==> config.mk <==
export PLATFORM = sky130hd
export DESIGN_NAME = adc_seq_master
export DESIGN_NICKNAME = d
export VERILOG_FILES = /design/src/rtl/adc_seq_pkg.sv /design/src/rtl/adc_seq_timebase.sv /design/src/rtl/adc_seq_extract.sv /design/src/rtl/adc_seq_results.sv /design/src/rtl/adc_seq_master.sv
export SDC_FILE = /design/constraint.sdc
export NUM_CORES = 1
export LEC_CHECK = 0
export ABC_AREA = 1
export ABC_CLOCK_PERIOD_IN_PS = 3450
export BUFFER_PORTS_ARGS = -buffer_cell sky130_fd_sc_hd__buf_2
export CAP_MARGIN = 40
export CORE_AREA = 10 10 225 227
export CTS_CLUSTER_DIAMETER = 100
export DETAILED_ROUTE_END_ITERATION = 10
export DIE_AREA = 0 0 235 237
export PLACE_DENSITY = 0.53
export SLEW_MARGIN = 20
export SYNTH_ARGS = -nofsm -noshare
export SYNTH_HDL_FRONTEND = slang
export SYNTH_SLANG_ARGS = --single-unit
==> constraint.sdc <==
create_clock -name clk -period 3.45 [get_ports clk]
set_input_delay 0.69 -clock clk [delete_from_list [all_inputs] [get_ports clk]]
set_output_delay 0.69 -clock clk [all_outputs]
set_load 0.01 [all_outputs]
==> src/rtl/adc_seq_pkg.sv <==
package adc_seq_pkg;
  typedef enum logic [2:0] {
    S_IDLE,
    S_PICK,
    S_WRITE,
    S_POLL_RD,
    S_POLL_WAIT,
    S_GAP
  } seq_state_t;

  localparam int SAMPLE_W = 12;
  localparam int STEP_EN  = 4;   // write step index of the ADC enable word
endpackage

==> src/rtl/adc_seq_timebase.sv <==
module adc_seq_timebase #(
  parameter int PSW = 8,
  parameter int UW  = 10
) (
  input  logic           clk,
  input  logic           rst_n,
  input  logic           clr,
  input  logic [PSW-1:0] prescale,
  output logic [UW-1:0]  units
);
  localparam int PCW = PSW + 8;

  logic [PCW-1:0] pre_q, pre_d;
  logic [UW-1:0]  unit_q, unit_d;
  logic [PCW:0]   pre_inc;
  logic [PCW:0]   limit;
  logic           tick;

  assign pre_inc = {1'b0, pre_q} + 1'b1;
  assign limit   = {1'b0, prescale, 8'h00};
  assign tick    = pre_inc >= limit;

  always_comb begin
    pre_d  = pre_q;
    unit_d = unit_q;
    if (clr) begin
      pre_d  = '0;
      unit_d = '0;
    end else if (tick) begin
      pre_d = '0;
      if (unit_q != '1) unit_d = unit_q + 1'b1;
    end else begin
      pre_d = pre_inc[PCW-1:0];
    end
  end

  always_ff @(posedge clk or negedge rst_n) begin
    if (!rst_n) begin
      pre_q  <= '0;
      unit_q <= '0;
    end else begin
      pre_q  <= pre_d;
      unit_q <= unit_d;
    end
  end

  assign units = unit_q;
endmodule

==> src/rtl/adc_seq_extract.sv <==
module adc_seq_extract #(
  parameter int DW = 32,
  parameter int SW = 12
) (
  input  logic [DW-1:0] word,
  input  logic [5:0]    desc,
  input  logic [4:0]    shift,
  output logic          flag_ok,
  output logic [SW-1:0] sample
);
  localparam int BW = $clog2(DW);

  logic          flag_bit;
  logic [DW-1:0] shifted;

  assign flag_bit = word[desc[BW-1:0]];
  assign flag_ok  = desc[5] ? flag_bit : ~flag_bit;
  assign shifted  = word >> shift;
  assign sample   = shifted[SW-1:0];
endmodule

==> src/rtl/adc_seq_results.sv <==
module adc_seq_results #(
  parameter int NPT = 4,
  parameter int SW  = 12,
  localparam int IW = (NPT > 1) ? $clog2(NPT) : 1
) (
  input  logic              clk,
  input  logic              rst_n,
  input  logic              wr_en,
  input  logic [IW-1:0]     wr_idx,
  input  logic [SW-1:0]     wr_data,
  output logic [NPT*SW-1:0] res_data,
  output logic [NPT-1:0]    res_valid
);
  for (genvar i = 0; i < NPT; i++) begin : g_pt
    logic          hit;
    logic [SW-1:0] data_q;
    logic          flag_q;

    assign hit = wr_en && (wr_idx == IW'(i));

    always_ff @(posedge clk or negedge rst_n) begin
      if (!rst_n) begin
        data_q <= '0;
        flag_q <= 1'b0;
      end else if (hit) begin
        data_q <= wr_data;
        flag_q <= 1'b1;
      end
    end

    assign res_data[i*SW +: SW] = data_q;
    assign res_valid[i]         = flag_q;
  end
endmodule

==> src/rtl/adc_seq_master.sv <==
module adc_seq_master
  import adc_seq_pkg::*;
#(
  parameter int NPT = 4,
  parameter int DW  = 32,
  parameter int AW  = 32,
  parameter int MW  = 8,
  parameter int PSW = 8,
  parameter int UW  = 10,
  parameter int CW  = 16
) (
  input  logic                    clk,
  input  logic                    rst_n,
  input  logic [NPT-1:0]          cfg_point_en,
  input  logic [3:0]              cfg_wr_ctrl,
  input  logic [NPT*MW-1:0]       cfg_pnp_code,
  input  logic [AW-1:0]           cfg_pnp_addr,
  input  logic [AW-1:0]           cfg_adcmux_addr,
  input  logic [DW-1:0]           cfg_adcmux_val,
  input  logic [AW-1:0]           cfg_ext_addr,
  input  logic [DW-1:0]           cfg_ext_val,
  input  logic [AW-1:0]           cfg_ext1_addr,
  input  logic [DW-1:0]           cfg_ext1_val,
  input  logic [AW-1:0]           cfg_en_addr,
  input  logic [DW-1:0]           cfg_en_val,
  input  logic [AW-1:0]           cfg_data_addr,
  input  logic [5:0]              cfg_valid_desc,
  input  logic [4:0]              cfg_vshift,
  input  logic [PSW-1:0]          cfg_prescale,
  input  logic [31:0]             cfg_interval,
  input  logic [CW-1:0]           cfg_poll_gap,
  input  logic [CW-1:0]           cfg_timeout,
  output logic                    m_req,
  output logic                    m_we,
  output logic [AW-1:0]           m_addr,
  output logic [DW-1:0]           m_wdata,
  input  logic                    m_ack,
  input  logic [DW-1:0]           m_rdata,
  output logic [NPT*SAMPLE_W-1:0] res_data,
  output logic [NPT-1:0]          res_valid,
  output logic                    tmo_pulse
);
  localparam int PTW = (NPT > 1) ? $clog2(NPT) : 1;
  localparam logic [PTW:0] PT_END = (PTW+1)'(NPT);

  seq_state_t     state_q, state_d;
  logic [PTW:0]   pt_q, pt_d;
  logic [2:0]     step_q, step_d;
  logic [CW-1:0]  tcnt_q, tcnt_d, tcnt_inc;
  logic [CW-1:0]  wait_q, wait_d;
  logic           tmo_q, tmo_d;

  logic [UW-1:0]       units, sense_u, filt_u;
  logic                tb_clr;
  logic [PTW-1:0]      pt_idx;
  logic                step_on;
  logic [AW-1:0]       wr_addr;
  logic [DW-1:0]       wr_data;
  logic                flag_ok;
  logic [SAMPLE_W-1:0] sample;
  logic                res_we;
  logic                unused_ivl_bits;

  assign sense_u         = cfg_interval[UW-1:0];
  assign filt_u          = cfg_interval[16 +: UW];
  assign unused_ivl_bits = ^{cfg_interval[31:16+UW], cfg_interval[15:UW]};
  assign pt_idx          = pt_q[PTW-1:0];
  assign tb_clr          = !(state_q == S_IDLE || state_q == S_GAP);
  assign tcnt_inc        = (tcnt_q == '1) ? tcnt_q : tcnt_q + 1'b1;
  assign step_on         = (step_q == 3'(STEP_EN)) || cfg_wr_ctrl[step_q[1:0]];

  adc_seq_timebase #(.PSW(PSW), .UW(UW)) u_tb (
    .clk(clk), .rst_n(rst_n), .clr(tb_clr), .prescale(cfg_prescale), .units(units)
  );

  adc_seq_extract #(.DW(DW), .SW(SAMPLE_W)) u_ext (
    .word(m_rdata), .desc(cfg_valid_desc), .shift(cfg_vshift),
    .flag_ok(flag_ok), .sample(sample)
  );

  // write step selection: pnp mux, adc mux, extra, extra1, enable
  always_comb begin
    case (step_q)
      3'd0:    begin wr_addr = cfg_pnp_addr;    wr_data = DW'(cfg_pnp_code[pt_idx*MW +: MW]); end
      3'd1:    begin wr_addr = cfg_adcmux_addr; wr_data = cfg_adcmux_val; end
      3'd2:    begin wr_addr = cfg_ext_addr;    wr_data = cfg_ext_val;    end
      3'd3:    begin wr_addr = cfg_ext1_addr;   wr_data = cfg_ext1_val;   end
      default: begin wr_addr = cfg_en_addr;     wr_data = cfg_en_val;     end
    endcase
  end

  assign m_req   = (state_q == S_WRITE && step_on) || state_q == S_POLL_RD;
  assign m_we    = state_q == S_WRITE;
  assign m_addr  = (state_q == S_POLL_RD) ? cfg_data_addr : wr_addr;
  assign m_wdata = (state_q == S_WRITE) ? wr_data : '0;
  assign res_we  = state_q == S_POLL_RD && m_ack && flag_ok;

  always_comb begin
    state_d = state_q;
    pt_d    = pt_q;
    step_d  = step_q;
    tcnt_d  = tcnt_q;
    wait_d  = wait_q;
    tmo_d   = 1'b0;
    case (state_q)
      S_IDLE: if (units >= sense_u) begin
        state_d = S_PICK;
        pt_d    = '0;
      end
      S_PICK: begin
        if (pt_q == PT_END) state_d = S_IDLE;
        else if (cfg_point_en[pt_idx]) begin
          state_d = S_WRITE;
          step_d  = '0;
        end else pt_d = pt_q + 1'b1;
      end
      S_WRITE: begin
        if (!step_on) step_d = step_q + 1'b1;
        else if (m_ack) begin
          if (step_q == 3'(STEP_EN)) begin
            state_d = S_POLL_RD;
            tcnt_d  = '0;
          end else step_d = step_q + 1'b1;
        end
      end
      S_POLL_RD: begin
        tcnt_d = tcnt_inc;
        if (m_ack) begin
          if (flag_ok) state_d = S_GAP;
          else if (tcnt_q >= cfg_timeout) begin
            tmo_d   = 1'b1;
            state_d = S_GAP;
          end else begin
            state_d = S_POLL_WAIT;
            wait_d  = '0;
          end
        end
      end
      S_POLL_WAIT: begin
        tcnt_d = tcnt_inc;
        if (wait_q >= cfg_poll_gap) state_d = S_POLL_RD;
        else wait_d = wait_q + 1'b1;
      end
      S_GAP: if (units >= filt_u) begin
        state_d = S_PICK;
        pt_d    = pt_q + 1'b1;
      end
      default: state_d = S_IDLE;
    endcase
  end

  always_ff @(posedge clk or negedge rst_n) begin
    if (!rst_n) begin
      state_q <= S_IDLE;
      pt_q    <= '0;
      step_q  <= '0;
      tcnt_q  <= '0;
      wait_q  <= '0;
      tmo_q   <= 1'b0;
    end else begin
      state_q <= state_d;
      pt_q    <= pt_d;
      step_q  <= step_d;
      tcnt_q  <= tcnt_d;
      wait_q  <= wait_d;
      tmo_q   <= tmo_d;
    end
  end

  assign tmo_pulse = tmo_q;

  adc_seq_results #(.NPT(NPT), .SW(SAMPLE_W)) u_res (
    .clk(clk), .rst_n(rst_n), .wr_en(res_we), .wr_idx(pt_idx),
    .wr_data(sample), .res_data(res_data), .res_valid(res_valid)
  );
endmodule

# == Word level (Yosys, flattened, before mapping) ==
# Cells that the tools add are included.
# word_totals
register_bits,120
input_bits,478
output_inout_bits,119
elab_cells,144
# op_classes
addsub,6
magnitude_cmp,8
n_eq_ne,34
shifts,2
muxes,53
n_bitwise,1
n_reduce_logical,24
# op_table
op,count
32-bit case mux with 4 select lines,2
16-bit 2-to-1 mux,10
32-bit 2-to-1 mux,2
16-bit case mux with 2 select lines,2
3-bit 2-to-1 mux,18
16-bit by 1-bit adder with 16-bit output (second input constant),2
16-bit greater-or-equal comparator,2
32-bit by 6-bit indexed part select with 8-bit output,1
32-bit by 5-bit >> shifter with 12-bit output,1
10-bit 2-to-1 mux,3
10-bit greater-or-equal comparator,2
5-bit AND reduction,4
2-bit != test (second input constant),9
3-bit case mux with 6 select lines,1
16-bit by 1-bit adder with 17-bit output (second input constant),1
17-bit by 16-bit greater-or-equal comparator with 1-bit output,1
16-bit == test (second input constant),1
2-bit by 1-bit != test with 1-bit output (second input constant),7
3-bit by 2-bit == test with 1-bit output (second input constant),4
3-bit == test (second input constant),4
10-bit by 1-bit adder with 10-bit output (second input constant),1
1-bit 2-to-1 mux,10
10-bit != test (second input constant),1
3-bit != test (second input constant),3
other kinds (20),36

# == Depth between registers and ports, before layout ==
# Gate-level depths: netlist of the first run.
# depth
ltp_word,7
ltp_mapped,20
depth_no_buf,20

# == Modules after synthesis ==
# A second synthesis of the first run with hierarchy kept.
# hier_totals
hier_cells,1999
hier_area_um2,12326.8
# by_module_without_submodules
module,n_inst,cells_per_inst,area_each_um2,seq_area_each_um2
adc_seq_master,1,1130,6521.3,1051.0
adc_seq_results,1,234,2253.4,1301.2
adc_seq_timebase,1,236,1798.0,650.6
adc_seq_extract,1,399,1754.2,0.0

# == Worst setup path after synthesis of the first run ==
# Ideal clock, no wire load.
# synth_path
path_type,register -> output
start,register step_q[2]
end,output port m_wdata[2]
arrival_time_ns,2.624
slack_ns,0.136
path_stages_with_launch,11
path_buffers,6
cell_sequence,dfrtp_1 -> inv_2 -> clkbuf_1 -> clkbuf_1 -> buf_2 -> ha_1 -> clkbuf_1 -> buf_1 -> buf_1 -> a221oi_1 -> a21oi_1
# synth_via
elab_chain_cells,3
elab_cells_between_ends,6
cone_classes,eq/ne (3); mux (2); reduce/logical (1)
# synth_rtl
element,line,source
from (decl),adc_seq_master.sv:48,"logic [2:0] step_q, step_d;"
from (signal assigned),adc_seq_master.sv:163,step_q <= step_d;
3-bit by 2-bit == test with 1-bit output (tied with other cells),adc_seq_master.sv:83,case (step_q)
32-bit case mux with 4 select lines (*),adc_seq_master.sv:83,
32-bit 2-to-1 mux (*),adc_seq_master.sv:95,assign m_wdata = (state_q == S_WRITE) ? wr_data : '0;
to (decl),adc_seq_master.sv:36,"output logic [DW-1:0] m_wdata,"
# Every way passes the cells marked *; elsewhere a longest branch is shown, timed or not.

# == Final worst setup path of the first run ==
# layout_path
start,register step_q[1]
end,output port m_wdata[14]
# The elaborated chain is that of the path after synthesis.

==> results of run 1 <==
[per-stage QoR]
stage	std cells	power [mW]
after floorplan	1875	4.59
after global placement	2989	7.06
after detailed placement	2989	7.11
after CTS	3021	9.07
after global routing	3043	9.63
final	3048	9.02
[routing by layer]
| metal | up-vias | GRT usage |
|---|---|---|
| li1 | 7460 | - |
| met1 | 7245 | 0.270 |
| met2 | 678 | 0.387 |
| met3 | 111 | 0.0706 |
| met4 | 18 | 0.0813 |
| met5 | - | 0 |
[cells by family (layout without fill, tap and decap cells)]
family,after synthesis,after routing,share of synthesized area
adder cells (fa/ha/maj),73,73,0.0760
AND/OR/NAND/NOR,983,983,0.369
AO/OA/AOI/OAI,392,392,0.183
multiplexers,5,5,0.00416
XOR/XNOR,30,30,0.0218
buffers and inverters,272,814,0.0963
flip-flops,120,120,0.250
other,0,24,0
[worst max-delay path, cell delays in order, from the launching register on]
cell and delay [ns]:
sky130_fd_sc_hd__dfrtp_1 0.44, sky130_fd_sc_hd__inv_1 0.15, sky130_fd_sc_hd__ha_2 0.42, sky130_fd_sc_hd__buf_12 0.27, sky130_fd_sc_hd__buf_4 0.20, sky130_fd_sc_hd__a21oi_1 0.07, sky130_fd_sc_hd__a31oi_1 0.35, sky130_fd_sc_hd__buf_2 0.30
[synthesized netlist by cell type (2+ instances only)]
| cell | number | area [µm²] |
|---|---|---|
| sky130_fd_sc_hd__o21ai_1 | 23 | 115 |
| sky130_fd_sc_hd__nand3_2 | 2 | 20.0 |
| sky130_fd_sc_hd__nand3_4 | 6 | 105 |
| sky130_fd_sc_hd__nand3_1 | 224 | 1120 |
| sky130_fd_sc_hd__dfrtp_1 | 120 | 3000 |
| sky130_fd_sc_hd__nor3_2 | 2 | 20.0 |
| sky130_fd_sc_hd__xor2_1 | 22 | 193 |
| sky130_fd_sc_hd__o22ai_1 | 6 | 37.5 |
| sky130_fd_sc_hd__nor2_1 | 106 | 398 |
| sky130_fd_sc_hd__a31oi_1 | 26 | 163 |
| sky130_fd_sc_hd__a21oi_1 | 111 | 556 |
| sky130_fd_sc_hd__o21ai_2 | 18 | 158 |
| sky130_fd_sc_hd__and3_1 | 14 | 87.6 |
| sky130_fd_sc_hd__inv_2 | 8 | 30.0 |
| sky130_fd_sc_hd__inv_1 | 147 | 552 |
| sky130_fd_sc_hd__nor3_1 | 22 | 110 |
| sky130_fd_sc_hd__mux2i_1 | 5 | 50.1 |
| sky130_fd_sc_hd__buf_2 | 9 | 45.0 |
| sky130_fd_sc_hd__buf_6 | 11 | 124 |
| sky130_fd_sc_hd__o211ai_1 | 8 | 60.1 |
| sky130_fd_sc_hd__a221oi_1 | 22 | 193 |
| sky130_fd_sc_hd__o21ai_0 | 171 | 856 |
| sky130_fd_sc_hd__o21a_1 | 2 | 15.0 |
| sky130_fd_sc_hd__nand3b_1 | 4 | 30.0 |
| sky130_fd_sc_hd__nand4_1 | 60 | 375 |
| sky130_fd_sc_hd__clkinv_1 | 3 | 11.3 |
| sky130_fd_sc_hd__clkbuf_1 | 68 | 255 |
| sky130_fd_sc_hd__ha_1 | 73 | 913 |
| sky130_fd_sc_hd__buf_1 | 14 | 52.6 |
| sky130_fd_sc_hd__buf_4 | 11 | 82.6 |
| sky130_fd_sc_hd__nand2_2 | 6 | 37.5 |
| sky130_fd_sc_hd__nand2_1 | 505 | 1900 |
| sky130_fd_sc_hd__xnor2_1 | 8 | 70.1 |
| sky130_fd_sc_hd__nor4_1 | 5 | 31.3 |
| sky130_fd_sc_hd__or2_2 | 18 | 113 |
| sky130_fd_sc_hd__nor2_2 | 3 | 18.8 |
[registers in the layout, indices dropped and copies added, names as in the netlist]
register and count:
tcnt_q 16, u_tb.units 10, u_tb.pre_q 16, wait_q 16, u_res.g_pt.flag_q 4, u_res.g_pt.data_q 48, state_q 3, tmo_pulse 1
pt_q 3, step_q 3
[cell usage in the layout (no fill, tap or decap), drive strengths merged]
cell type,n
o22ai,6
nor3,24
nor2,110
a221oi,22
a21o,1
o211ai,8
and3,14
nor4,6
inv,163
diode,24
or2,18
mux2i,5
a21oi,113
a31oi,26
clkinv,6
nand3b,5
nand3,232
clkbuf,17
nand4,60
o21a,2
o31ai,1
bufinv,4
xnor2,8
clkinvlp,1
xor2,22
buf,623
nand2,513
a2bb2oi,1
dfrtp,120
ha,73
o21ai,212
nor3b,1
[worst max-delay path by stage]
stage / from / endpoint / cells past startpoint / slack (ns)
final: step_q[1] / m_wdata[14] / 7 / 0.11
after CTS: step_q[1] / m_wdata[9] / 6 / 0.08
after detailed placement: u_tb.pre_q[0] / u_tb.pre_q[12] / 20 / 0.35
after floorplan: step_q[2] / m_wdata[2] / 10 / 0.14
after global routing: u_tb.pre_q[0] / u_tb.units[2] / 20 / -0.03
after global placement: u_tb.pre_q[0] / u_tb.units[1] / 21 / 0.38
[what timing repair did]
action | 4_1_cts | 5_1_grt
hold endpoints to repair | 0 | 0
hold buffers | 0 | 0
buffers inserted | 0 | 1
gates resized for setup | 0 | 9
setup endpoints to repair | 0 | 16
[power groups by stage]
stage               Clock, mW  Sequential [mW]  Combinational, mW
global route             2.04             1.91               5.68
finish                   1.94             1.87               5.21
global placement            0             1.88               5.18
CTS                      1.98             1.87               5.23
detailed placement          0             1.89               5.22
floorplan                   0             1.90               2.69
[cell type report]
cell class | count | area share
Clock buffer | 17 | 0.0261
Tap cell | 607 | 0.0465
Multi-Input combinational cell | 1483 | 0.485
Timing Repair Buffer | 623 | 0.205
Clock inverter | 15 | 0.0130
Inverter | 159 | 0.0369
Sequential cell | 120 | 0.184
Antenna cell | 24 | 0.00368
==> impl_table.tex, run 1 <==
\begin{tabular}{lr}
\hline
Metric & Value \\
\hline
\multicolumn{2}{l}{\textbf{Outcome}} \\
\quad Status & finished, final reports clean \\
\multicolumn{2}{l}{\textbf{Synth}} \\
\quad Main flop type after synthesis & sky130\_fd\_sc\_hd\_\_dfrtp\_1 \\
\quad Register bit total from synthesis & 120 \\
\quad Proportion of register bits with asynchronous set or reset after synthesis & 1.00 \\
\quad Post-synth cell types & 48 \\
\quad Sequential cell area fraction in the yosys report & 0.250 \\
\quad Number of nets in the synthesized netlist & 2426 \\
\quad YS warnings & 0 \\
\quad Gate count of the mapped netlist & 1875 \\
\quad Mean area per synthesized cell & between 6 and 7 µm² \\
\quad Count of flip-flops with a built-in enable after synthesis & 0 \\
\quad Post-synth design cell area & 12000 µm² \\
\multicolumn{2}{l}{\textbf{Pwr}} \\
\quad Ratio of total power to cell area & 553 nW/µm² \\
\quad Max IR drop VDD & 0.386 mV \\
\quad Switching power as a share of total power & 0.487 \\
\quad Static leakage power & 8.38 nW \\
\quad Clock group share of total power & 0.215 \\
\quad Sequential share of power & 0.208 \\
\quad Switching power of the nets & 4.39 mW \\
\quad Internal power summed over all cells & 4.63 mW \\
\quad Part of the total power dissipated in combinational logic & 0.578 \\
\multicolumn{2}{l}{\textbf{Clock tree}} \\
\quad Max Root-Sink Buffers & 2 \\
\quad Number of buffers created by CTS & 17 \\
\quad Clock sink count & 120 \\
\quad Clock tree from TritonCTS & built \\
\quad Latest clock arrival within the worst-skew pair & between 0.4 and 0.5 ns \\
\quad Library cell used as clock root buffer & sky130\_fd\_sc\_hd\_\_clkbuf\_16 \\
\quad CTS clock-pin slew for the worst setup and hold paths & 0.06 ns \\
\quad Maximum level of the CTS H-tree & 4 \\
\multicolumn{2}{l}{\textbf{Layout}} \\
\quad Fill cell instance count of the final layout & about 5000 \\
\quad Final cell area excluding filler cells & 16300 µm² \\
\quad Total number of nets in the final design & 2955 \\
\quad Sequential cell area & 3000 µm² \\
\quad Fraction of final layout cells with drive strength greater than 1 & 0.306 \\
\quad Final Core Density & 0.353 \\
\quad Area taken by multi-input logic gates & 7910 µm² \\
\quad Area growth from synthesis to layout & 35.7\% \\
\multicolumn{2}{l}{\textbf{Timing}} \\
\quad Max-slew headroom & 0.450 \\
\quad Actual slew at the worst max-slew pin & 0.824 ns \\
\quad Final TNS setup & 0 ns \\
\quad Hold Slack & 0.123 ns \\
\quad Max Clock Freq & between 200 and 300 MHz \\
\quad Share of the clock period used by the worst path & 0.969 \\
\quad Worst-case clock skew & 0.0129 ns \\
\quad Clock period minus worst slack & 3.34 ns \\
\quad Worst setup slack after layout & roughly 0.11 ns \\
\quad Final setup violation count & 0 \\
\quad Final-report hold violation count & 0 \\
\quad Number of pins with negative max-slew slack in the final report & 0 \\
\multicolumn{2}{l}{\textbf{Routing}} \\
\quad Number of DRC violations after detailed routing & 0 \\
\quad Met3 routed wirelength & 5820 µm \\
\quad Detailed Routing Iterations Pass 1 & 6 \\
\quad WL final & 67500 µm \\
\quad Met2 wire length & around 32000 µm \\
\quad Remaining antenna violation count after routing & 0 \\
\quad Number of DRC markers after the initial detailed-route iteration & 993 \\
\quad Total via count after detailed routing & 15500 \\
\quad Avg WL per Cell & about 22 µm \\
\quad M1 WL & 27300 µm \\
\quad Uppermost routed layer & met5 \\
\quad Post-DR vias/cell & 5.09 \\
\multicolumn{2}{l}{\textbf{Die}} \\
\quad Standard-cell row count & 79 \\
\quad Area of the core & 46200 µm² \\
\quad Die extent in y & 237 µm \\
\quad I/O Pins & 597 \\
\quad Die X-Extent & $\sim$240 µm \\
\quad Starting Density & 0.261 \\
\quad Total Die Area & 55700 µm² \\
\multicolumn{2}{l}{\textbf{Place}} \\
\quad Routability Congestion & 0.997 \\
\quad Post-detailed-placement cell area & between 15000 and 20000 µm² \\
\quad Count of input and output buffers & 584 \\
\quad Pre-CTS setup slack & 0.350 ns \\
\quad HPWL after DPL & between 50000 and 60000 µm \\
\multicolumn{2}{l}{\textbf{Setup path}} \\
\quad Maximum fanout along the worst path & 46 \\
\quad Reg-to-reg startpoint & u\_tb.pre\_q[0] \\
\quad Register-to-register setup slack & 0.28 ns \\
\quad Worst path required time & around 2.8 ns \\
\quad Sort of element at the start of the critical path & flop \\
\quad Kind of end point of the critical path & output pin \\
\quad Number of cells on the worst reg-to-reg path & 20 \\
\quad End of the worst register-to-register path & u\_tb.units[4] \\
\quad Data arrival, critical path & 2.65 ns \\
\quad Worst setup path class & reg2out \\
\multicolumn{2}{l}{\textbf{Run}} \\
\quad Max cap viols & 0 \\
\multicolumn{2}{l}{\textbf{Min path}} \\
\quad Path category of the worst min-delay check & in2async \\
\multicolumn{2}{l}{\textbf{GRT}} \\
\quad Number of global-route vias before repair & about 15000 \\
\quad Aggregate global routing overflow & 0 \\
\quad Overall global routing resource usage & 0.229 \\
\quad First-pass GRT wire length & between 90000 and 100000 µm \\
\quad Antenna violations before repair & 45 \\
\quad Maximum number of pins on one net before global-route repair & 69 \\
\hline
\end{tabular}
No activity file was read; power rests on OpenSTA's default activity.
==> run 2, diff against run 1 <==
CTS_BUF_LIST = sky130_fd_sc_hd__clkbuf_8   (was default)
==> run 2 against run 1 <==
  * Core utilization down 0.38 points
  * First-iteration DRC count decreased by 9.0%
  * Setup slack gained 0.020 ns
  * Critical path depth is 1 higher
  * Clock power decreased by 25%
  * Wire length decreased by 0.15%
  * Final cell count barely moved
  * Flip-flop and latch count unchanged
  * Critical endpoint is now m_addr[3]
  * Highest routed layer unchanged
==> impl_table.tex, run 2 (synthesis gave the netlist of run 1 again) <==
\begin{tabular}{lr}
\hline
Metric & Value \\
\hline
\multicolumn{2}{l}{\textbf{Clock tree}} \\
\quad Library cell used as clock root buffer & sky130\_fd\_sc\_hd\_\_clkbuf\_8 (was sky130\_fd\_sc\_hd\_\_clkbuf\_16) \\
\quad Clock tree from TritonCTS & built (unchanged) \\
\quad Max Root-Sink Buffers & 2 (unchanged) \\
\quad CTS clock-pin slew for the worst setup and hold paths & 0.09 ns (was 0.06 ns) \\
\quad Clock sink count & 120 (unchanged) \\
\quad Maximum level of the CTS H-tree & 4 (unchanged) \\
\quad Number of buffers created by CTS & 17 (unchanged) \\
\quad Hold buffer count at CTS & 0 (unchanged) \\
\quad Latest clock arrival within the worst-skew pair & 0.45 ns (was 0.42 ns) \\
\multicolumn{2}{l}{\textbf{Setup path}} \\
\quad Data arrival, critical path & 2.63 ns (was 2.65 ns) \\
\quad Startpoint of the worst setup timing path & step\_q[2] (was step\_q[1]) \\
\quad Worst path required time & 2.76 ns (about the same) \\
\quad Kind of end point of the critical path & output pin (unchanged) \\
\quad Maximum fanout along the worst path & 64 (was 46) \\
\quad Most Frequent Cell on Critical Path & sky130\_fd\_sc\_hd\_\_o21ai\_0 \\
\quad Reg-to-reg startpoint & u\_tb.pre\_q[0] (unchanged) \\
\quad End of the worst register-to-register path & u\_tb.units[7] (was u\_tb.units[4]) \\
\quad Sort of element at the start of the critical path & flop (unchanged) \\
\quad Critical Path, Cell by Cell & inv\_4 > ha\_2 > buf\_12 > nand2\_1 > nand4\_1 > o21ai\_0 > o21ai\_0 > buf\_2 (was inv\_1 > ha\_2 > buf\_12 > buf\_4 > a21oi\_1 > a31oi\_1 > buf\_2) \\
\quad Library cell contributing the largest single delay on the critical path & sky130\_fd\_sc\_hd\_\_dfrtp\_2 (was sky130\_fd\_sc\_hd\_\_dfrtp\_1) \\
\quad Number of cells on the worst reg-to-reg path & 20 (unchanged) \\
\quad Worst setup path class & reg2out (unchanged) \\
\quad Register-to-register setup slack & 0.29 ns (was 0.28 ns) \\
\quad Delay of the slowest cell on the worst path & 0.43 ns (was 0.44 ns) \\
\quad Critical path endpoint & m\_addr[3] (was m\_wdata[14]) \\
\multicolumn{2}{l}{\textbf{Die}} \\
\quad Starting Density & 0.261 (unchanged) \\
\quad I/O Pins & 597 (unchanged) \\
\quad Area of the core & 46200 µm² (unchanged) \\
\quad Total Die Area & 55700 µm² (unchanged) \\
\quad Die X-Extent & 235 µm (unchanged) \\
\quad Standard-cell row count & 79 (unchanged) \\
\quad Die extent in y & 237 µm (unchanged) \\
\multicolumn{2}{l}{\textbf{Pwr}} \\
\quad Static leakage power & 8.30 nW (was 8.38 nW) \\
\quad Ratio of total power to cell area & 528 nW/µm² (was 553 nW/µm²) \\
\quad Max IR drop VDD & 0.322 mV (was 0.386 mV) \\
\multicolumn{2}{l}{\textbf{GRT}} \\
\quad Aggregate global routing overflow & 0 (unchanged) \\
\quad Antenna violations before repair & 45 (unchanged) \\
\quad Overall global routing resource usage & 0.230 (was 0.229) \\
\quad First-pass GRT wire length & 98700 µm (was 98500 µm) \\
\quad Maximum number of pins on one net before global-route repair & 69 (unchanged) \\
\quad Number of global-route vias before repair & 15300 (about the same) \\
\multicolumn{2}{l}{\textbf{Place}} \\
\quad HPWL after DPL & 57100 µm (unchanged) \\
\quad Pre-CTS setup slack & 0.350 ns (unchanged) \\
\quad Count of input and output buffers & 584 (unchanged) \\
\quad Placed cell count & 2989 (unchanged) \\
\quad Routability Congestion & 0.997 (unchanged) \\
\multicolumn{2}{l}{\textbf{Layout}} \\
\quad Fraction of final layout cells with drive strength greater than 1 & 0.306 (unchanged) \\
\quad Count of placed standard cells in the final layout, fillers left out & 3050 (was 3048) \\
\quad Total number of nets in the final design & 2955 (unchanged) \\
\quad Most common cell after layout, fill and taps aside & sky130\_fd\_sc\_hd\_\_buf\_2 (unchanged) \\
\quad Area growth from synthesis to layout & 34.2\% (was 35.7\%) \\
\quad Number of flip-flops under the largest register name & 48 (unchanged) \\
\quad Fill cell instance count of the final layout & 5114 (was 5097) \\
\quad Commonest cells after routing, fill and taps aside & sky130\_fd\_sc\_hd\_\_buf\_2 (583), sky130\_fd\_sc\_hd\_\_nand2\_1 (504), sky130\_fd\_sc\_hd\_\_nand3\_1 (224), sky130\_fd\_sc\_hd\_\_o21ai\_0 (170), sky130\_fd\_sc\_hd\_\_inv\_1 (147) (unchanged) \\
\quad Register containing the most flip-flops in the final layout & u\_res.g\_pt.data\_q (unchanged) \\
\multicolumn{2}{l}{\textbf{Timing}} \\
\quad Clock period minus worst slack & 3.32 ns (was 3.34 ns) \\
\quad Actual slew at the worst max-slew pin & 0.831 ns (was 0.824 ns) \\
\quad Max-slew headroom & 0.446 (was 0.450) \\
\quad Final TNS setup & 0 ns (unchanged) \\
\quad Max Clock Freq & 301 MHz (was 299 MHz) \\
\quad Final setup violation count & 0 (unchanged) \\
\quad Number of pins with negative max-slew slack in the final report & 0 (unchanged) \\
\quad Final-report hold violation count & 0 (unchanged) \\
\quad Share of the clock period used by the worst path & 0.963 (was 0.969) \\
\quad Worst-case clock skew & 0.0186 ns (was 0.0129 ns) \\
\quad Worst setup slack after layout & 0.127 ns (was 0.107 ns) \\
\multicolumn{2}{l}{\textbf{Routing}} \\
\quad WL final & 67400 µm (was 67500 µm) \\
\quad Post-DR vias/cell & 5.07 (was 5.09) \\
\quad Total via count after detailed routing & 15500 (about the same) \\
\quad Avg WL per Cell & 22.1 µm (was 22.2 µm) \\
\quad Remaining antenna violation count after routing & 0 (unchanged) \\
\quad Detailed Routing Iterations Pass 1 & 5 (was 6) \\
\quad Number of DRC markers after the initial detailed-route iteration & 904 (was 993) \\
\quad Number of DRC violations after detailed routing & 0 (unchanged) \\
\multicolumn{2}{l}{\textbf{Outcome}} \\
\quad Status & finished, final reports clean (unchanged) \\
\multicolumn{2}{l}{\textbf{Run}} \\
\quad Max cap viols & 0 (unchanged) \\
\multicolumn{2}{l}{\textbf{Min path}} \\
\quad Path category of the worst min-delay check & in2async (unchanged) \\
\hline
\end{tabular}
-- run 2: cell count changes in the layout (fill, tap and decap cells not counted) --
| cell | before | now |
|---|---|---|
| sky130_fd_sc_hd__clkbuf_16 | 17 | 0 |
| sky130_fd_sc_hd__clkbuf_8 | 0 | 17 |
| sky130_fd_sc_hd__ha_4 | 1 | 2 |
| sky130_fd_sc_hd__diode_2 | 24 | 26 |
| sky130_fd_sc_hd__ha_2 | 4 | 3 |
-- run 2: layout make-up --
cell class,instances,area (µm²),area share
Tap cell,607,759,0.0471
Clock inverter,15,211,0.0131
Clock buffer,17,234,0.0145
Antenna cell,26,65.1,0.00403
Timing Repair Buffer,623,3350,0.207
Inverter,159,602,0.0373
Sequential cell,120,3000,0.186
Multi-Input combinational cell,1483,7920,0.491
-- run 2: where the power goes --
part	internal [mW]	switching (mW)	leakage [nW]
combinational	1.76	3.44	6.45
clock	0.802	0.652	0.223
sequential	1.65	0.222	1.63
total	4.21	4.32	8.30
-- run 2: how the worst min path moves through the flow --
stage / end / slack [ns]
2_1_floorplan: pt_q[0] / 0.39
3_3_place_gp: u_res.g_pt[3].flag_q / 0.44
3_5_place_dp: u_res.g_pt[2].flag_q / 0.45
4_1_cts: wait_q[15] / 0.31
5_1_grt: wait_q[2] / 0.06
6_report: wait_q[15] / 0.09
-- run 2: metrics by stage --
step / hold slack (ns) / instance area (µm²) / util / power, mW
5_1_grt: 0.0572 / 16100 / 0.349 / 9.16
6_report: 0.0860 / 16100 / 0.350 / 8.52
2_1_floorplan: 0.394 / 12000 / - / 4.59
3_3_place_gp: 0.443 / 15500 / 0.337 / 7.06
4_1_cts: 0.307 / 16000 / 0.346 / 8.60
3_5_place_dp: 0.452 / 15500 / 0.337 / 7.11
-- run 2: worst max-delay path, delay by kind of cell (launching register included) --
family          cells  cell delay (ns)
compound gates      2             0.40
fa+ha+maj           1             0.27
buf+inv             3             0.75
flops               1             0.43
simple gates        2             0.25
-- run 2: repair_timing --
item / in CTS / in global routing
resized for setup: 0 / 10
buffers inserted: 0 / 1
endpoints found under the setup margin: 0 / 27
-- run 2: routing by layer --
metal	vias to the layer above	part of all wire	global-route usage
met4	18	0.029	0.0790
met2	661	0.48	0.389
li1	7463	-	-
met5	-	0.0018	0
met3	95	0.092	0.0776
met1	7222	0.40	0.266
==> run 3, diff against run 2 <==
PLACE_DENSITY = default   (was 0.53)
PLACE_DENSITY_LB_ADDON = 0.1   (was default)
==> run 3 against run 2 <==
  * Global-route usage rose by 1.9 points
  * Core utilization rose by 0.073 points
  * Setup slack got worse by 0.029 ns
  * Combinational power rose by 4.8%
  * Sequential power barely moved
  * Non-clock buffer count rose by 15
  * Clock power fell by 9.7%
  * Largest power group unchanged
  * Highest routed layer unchanged
==> impl_table.tex, run 3 (synthesis gave the netlist of run 1 again) <==
\begin{tabular}{lr}
\hline
Metric & Value \\
\hline
\multicolumn{2}{l}{\textbf{Outcome}} \\
\quad Status & finished, final reports clean (unchanged) \\
\multicolumn{2}{l}{\textbf{Layout}} \\
\quad Area growth from synthesis to layout & 34.5\% (was 34.2\%) \\
\quad Count of placed standard cells in the final layout, fillers left out & 3055 (was 3050) \\
\quad Most common cell after layout, fill and taps aside & sky130\_fd\_sc\_hd\_\_buf\_2 (unchanged) \\
\quad Commonest cells after routing, fill and taps aside & sky130\_fd\_sc\_hd\_\_buf\_2 (583), sky130\_fd\_sc\_hd\_\_nand2\_1 (504), sky130\_fd\_sc\_hd\_\_nand3\_1 (224), sky130\_fd\_sc\_hd\_\_o21ai\_0 (167), sky130\_fd\_sc\_hd\_\_inv\_1 (147) (was sky130\_fd\_sc\_hd\_\_buf\_2 (583), sky130\_fd\_sc\_hd\_\_nand2\_1 (504), sky130\_fd\_sc\_hd\_\_nand3\_1 (224), sky130\_fd\_sc\_hd\_\_o21ai\_0 (170), sky130\_fd\_sc\_hd\_\_inv\_1 (147)) \\
\quad Fraction of final layout cells with drive strength greater than 1 & 0.311 (was 0.306) \\
\quad Register containing the most flip-flops in the final layout & u\_res.g\_pt.data\_q (unchanged) \\
\quad Final cell area excluding filler cells & 16200 µm² (was 16100 µm²) \\
\quad Total number of nets in the final design & 2970 (was 2955) \\
\quad Final Core Density & 0.350 (about the same) \\
\quad Number of flip-flops under the largest register name & 48 (unchanged) \\
\multicolumn{2}{l}{\textbf{Die}} \\
\quad Die extent in y & 237 µm (unchanged) \\
\quad Area of the core & 46200 µm² (unchanged) \\
\quad Standard-cell row count & 79 (unchanged) \\
\quad I/O Pins & 597 (unchanged) \\
\quad Total Die Area & 55700 µm² (unchanged) \\
\quad Die X-Extent & 235 µm (unchanged) \\
\quad Starting Density & 0.261 (unchanged) \\
\multicolumn{2}{l}{\textbf{Routing}} \\
\quad Number of DRC violations after detailed routing & 0 (unchanged) \\
\quad Post-DR vias/cell & 5.06 (was 5.07) \\
\quad Total via count after detailed routing & 15400 (was 15500) \\
\quad Remaining antenna violation count after routing & 0 (unchanged) \\
\quad Detailed Routing Iterations Pass 1 & 5 (unchanged) \\
\quad Avg WL per Cell & 23.8 µm (was 22.1 µm) \\
\quad WL final & 72800 µm (was 67400 µm) \\
\quad Number of DRC markers after the initial detailed-route iteration & 1122 (was 904) \\
\multicolumn{2}{l}{\textbf{Pwr}} \\
\quad PnR Total Power & 8.63 mW (was 8.52 mW) \\
\quad Max IR drop VDD & 0.481 mV (was 0.322 mV) \\
\quad Ratio of total power to cell area & 534 nW/µm² (was 528 nW/µm²) \\
\quad Static leakage power & 8.34 nW (was 8.30 nW) \\
\multicolumn{2}{l}{\textbf{Setup path}} \\
\quad Most Frequent Cell on Critical Path & sky130\_fd\_sc\_hd\_\_o21ai\_0 (unchanged) \\
\quad Reg-to-reg startpoint & u\_tb.pre\_q[0] (unchanged) \\
\quad Sort of element at the start of the critical path & flop (unchanged) \\
\quad Critical path endpoint & m\_addr[6] (was m\_addr[3]) \\
\quad Worst setup path class & reg2out (unchanged) \\
\quad Library cell contributing the largest single delay on the critical path & sky130\_fd\_sc\_hd\_\_dfrtp\_1 (was sky130\_fd\_sc\_hd\_\_dfrtp\_2) \\
\quad Maximum fanout along the worst path & 32 (was 64) \\
\quad Data arrival, critical path & 2.66 ns (was 2.63 ns) \\
\quad Kind of end point of the critical path & output pin (unchanged) \\
\quad Startpoint of the worst setup timing path & step\_q[0] (was step\_q[2]) \\
\quad Delay of the slowest cell on the worst path & 0.49 ns (was 0.43 ns) \\
\quad Critical Path, Cell by Cell & inv\_1 > ha\_2 > buf\_12 > a21oi\_1 > nand4\_1 > o21ai\_0 > o21ai\_0 > buf\_2 (was inv\_4 > ha\_2 > buf\_12 > nand2\_1 > nand4\_1 > o21ai\_0 > o21ai\_0 > buf\_2) \\
\quad Worst path required time & 2.76 ns (about the same) \\
\quad End of the worst register-to-register path & u\_tb.pre\_q[10] (was u\_tb.units[7]) \\
\quad Number of cells on the worst reg-to-reg path & 19 (was 20) \\
\quad Register-to-register setup slack & 0.31 ns (was 0.29 ns) \\
\multicolumn{2}{l}{\textbf{Timing}} \\
\quad Final TNS setup & 0 ns (unchanged) \\
\quad Clock period minus worst slack & 3.35 ns (was 3.32 ns) \\
\quad Max-slew headroom & 0.495 (was 0.446) \\
\quad Actual slew at the worst max-slew pin & 0.750 ns (was 0.831 ns) \\
\quad Max Clock Freq & 298 MHz (was 301 MHz) \\
\quad Number of pins with negative max-slew slack in the final report & 0 (unchanged) \\
\quad Worst-case clock skew & 0.0202 ns (was 0.0186 ns) \\
\quad Final setup violation count & 0 (unchanged) \\
\quad Worst setup slack after layout & 0.0980 ns (was 0.127 ns) \\
\quad Final-report hold violation count & 0 (unchanged) \\
\quad Share of the clock period used by the worst path & 0.972 (was 0.963) \\
\quad Hold Slack & 0.290 ns (was 0.0860 ns) \\
\multicolumn{2}{l}{\textbf{GRT}} \\
\quad Aggregate global routing overflow & 0 (unchanged) \\
\quad Overall global routing resource usage & 0.249 (was 0.230) \\
\quad Maximum number of pins on one net before global-route repair & 127 (was 69) \\
\quad Antenna violations before repair & 40 (was 45) \\
\quad Number of global-route vias before repair & 15300 (about the same) \\
\quad First-pass GRT wire length & 105000 µm (was 98700 µm) \\
\multicolumn{2}{l}{\textbf{Clock tree}} \\
\quad Max Root-Sink Buffers & 2 (unchanged) \\
\quad CTS clock-pin slew for the worst setup and hold paths & 0.09 ns (about the same) \\
\quad Hold buffer count at CTS & 0 (unchanged) \\
\quad Maximum level of the CTS H-tree & 4 (unchanged) \\
\quad Number of buffers created by CTS & 17 (unchanged) \\
\quad Clock tree from TritonCTS & built (unchanged) \\
\quad Library cell used as clock root buffer & sky130\_fd\_sc\_hd\_\_clkbuf\_8 (unchanged) \\
\quad Clock sink count & 120 (unchanged) \\
\quad Latest clock arrival within the worst-skew pair & 0.45 ns (about the same) \\
\multicolumn{2}{l}{\textbf{Run}} \\
\quad Max cap viols & 0 (unchanged) \\
\multicolumn{2}{l}{\textbf{Place}} \\
\quad Placed cell count & 3002 (was 2989) \\
\quad Post-detailed-placement cell area & 15600 µm² (was 15500 µm²) \\
\quad HPWL after DPL & 62100 µm (was 57100 µm) \\
\quad Pre-CTS setup slack & 0.156 ns (was 0.350 ns) \\
\quad Count of input and output buffers & 584 (unchanged) \\
\quad Routability Congestion & 1.08 (was 0.997) \\
\multicolumn{2}{l}{\textbf{Min path}} \\
\quad Path category of the worst min-delay check & in2async (unchanged) \\
\hline
\end{tabular}
[run 3: worst max-delay path: cells and delay by family (launching register included)]
kind,cells,cell delay [ns]
AOI/OAI and AO/OA,3,0.77
buffers and inverters,3,0.56
DFF,1,0.49
adders and majority gates,1,0.26
and+or+nand+nor,1,0.13
[run 3: worst min path at each step]
stage	slack (ns)	cells after the start	endpoint
floorplan	0.39	0	pt_q[0]
global placement	0.45	2	u_res.g_pt[0].flag_q
detailed placement	0.45	2	u_res.g_pt[3].flag_q
CTS	0.31	1	tcnt_q[13]
global route	0.31	1	u_res.g_pt[2].data_q[8]
finish	0.29	1	u_res.g_pt[2].data_q[7]
[run 3: power by group]
part | switching (mW) | internal, mW | total, mW
sequential | 0.228 | 1.65 | 1.87
combinational | 3.63 | 1.83 | 5.45
clock | 0.749 | 0.557 | 1.31
[run 3: routing by layer]
layer  up-vias  global-route usage  part of all wire
li1       7466                   -                 -
met1      7267               0.308              0.42
met4        10              0.0639             0.024
met3        97              0.0523             0.066
met2       605               0.429              0.49
met5         -                   0           0.00081
[run 3: what timing repair did]
| item | 4_1_cts | 5_1_grt |
|---|---|---|
| endpoints found under the setup margin | 4 | 30 |
| buffers inserted | 0 | 5 |
| hold endpoints to repair | 0 | 0 |
| pin swaps | 0 | 5 |
| gates resized for setup | 1 | 17 |
[run 3: cell type report]
cell class / instances / area [µm²]
fillers: 5168 / 30000
multi-input cells: 1483 / 7940
repair buffers: 638 / 3420
flip-flops and latches: 120 / 3000
well taps: 607 / 759
inverters: 159 / 602
clock buffers: 17 / 234
clock inverters: 15 / 176
diodes: 16 / 40.0
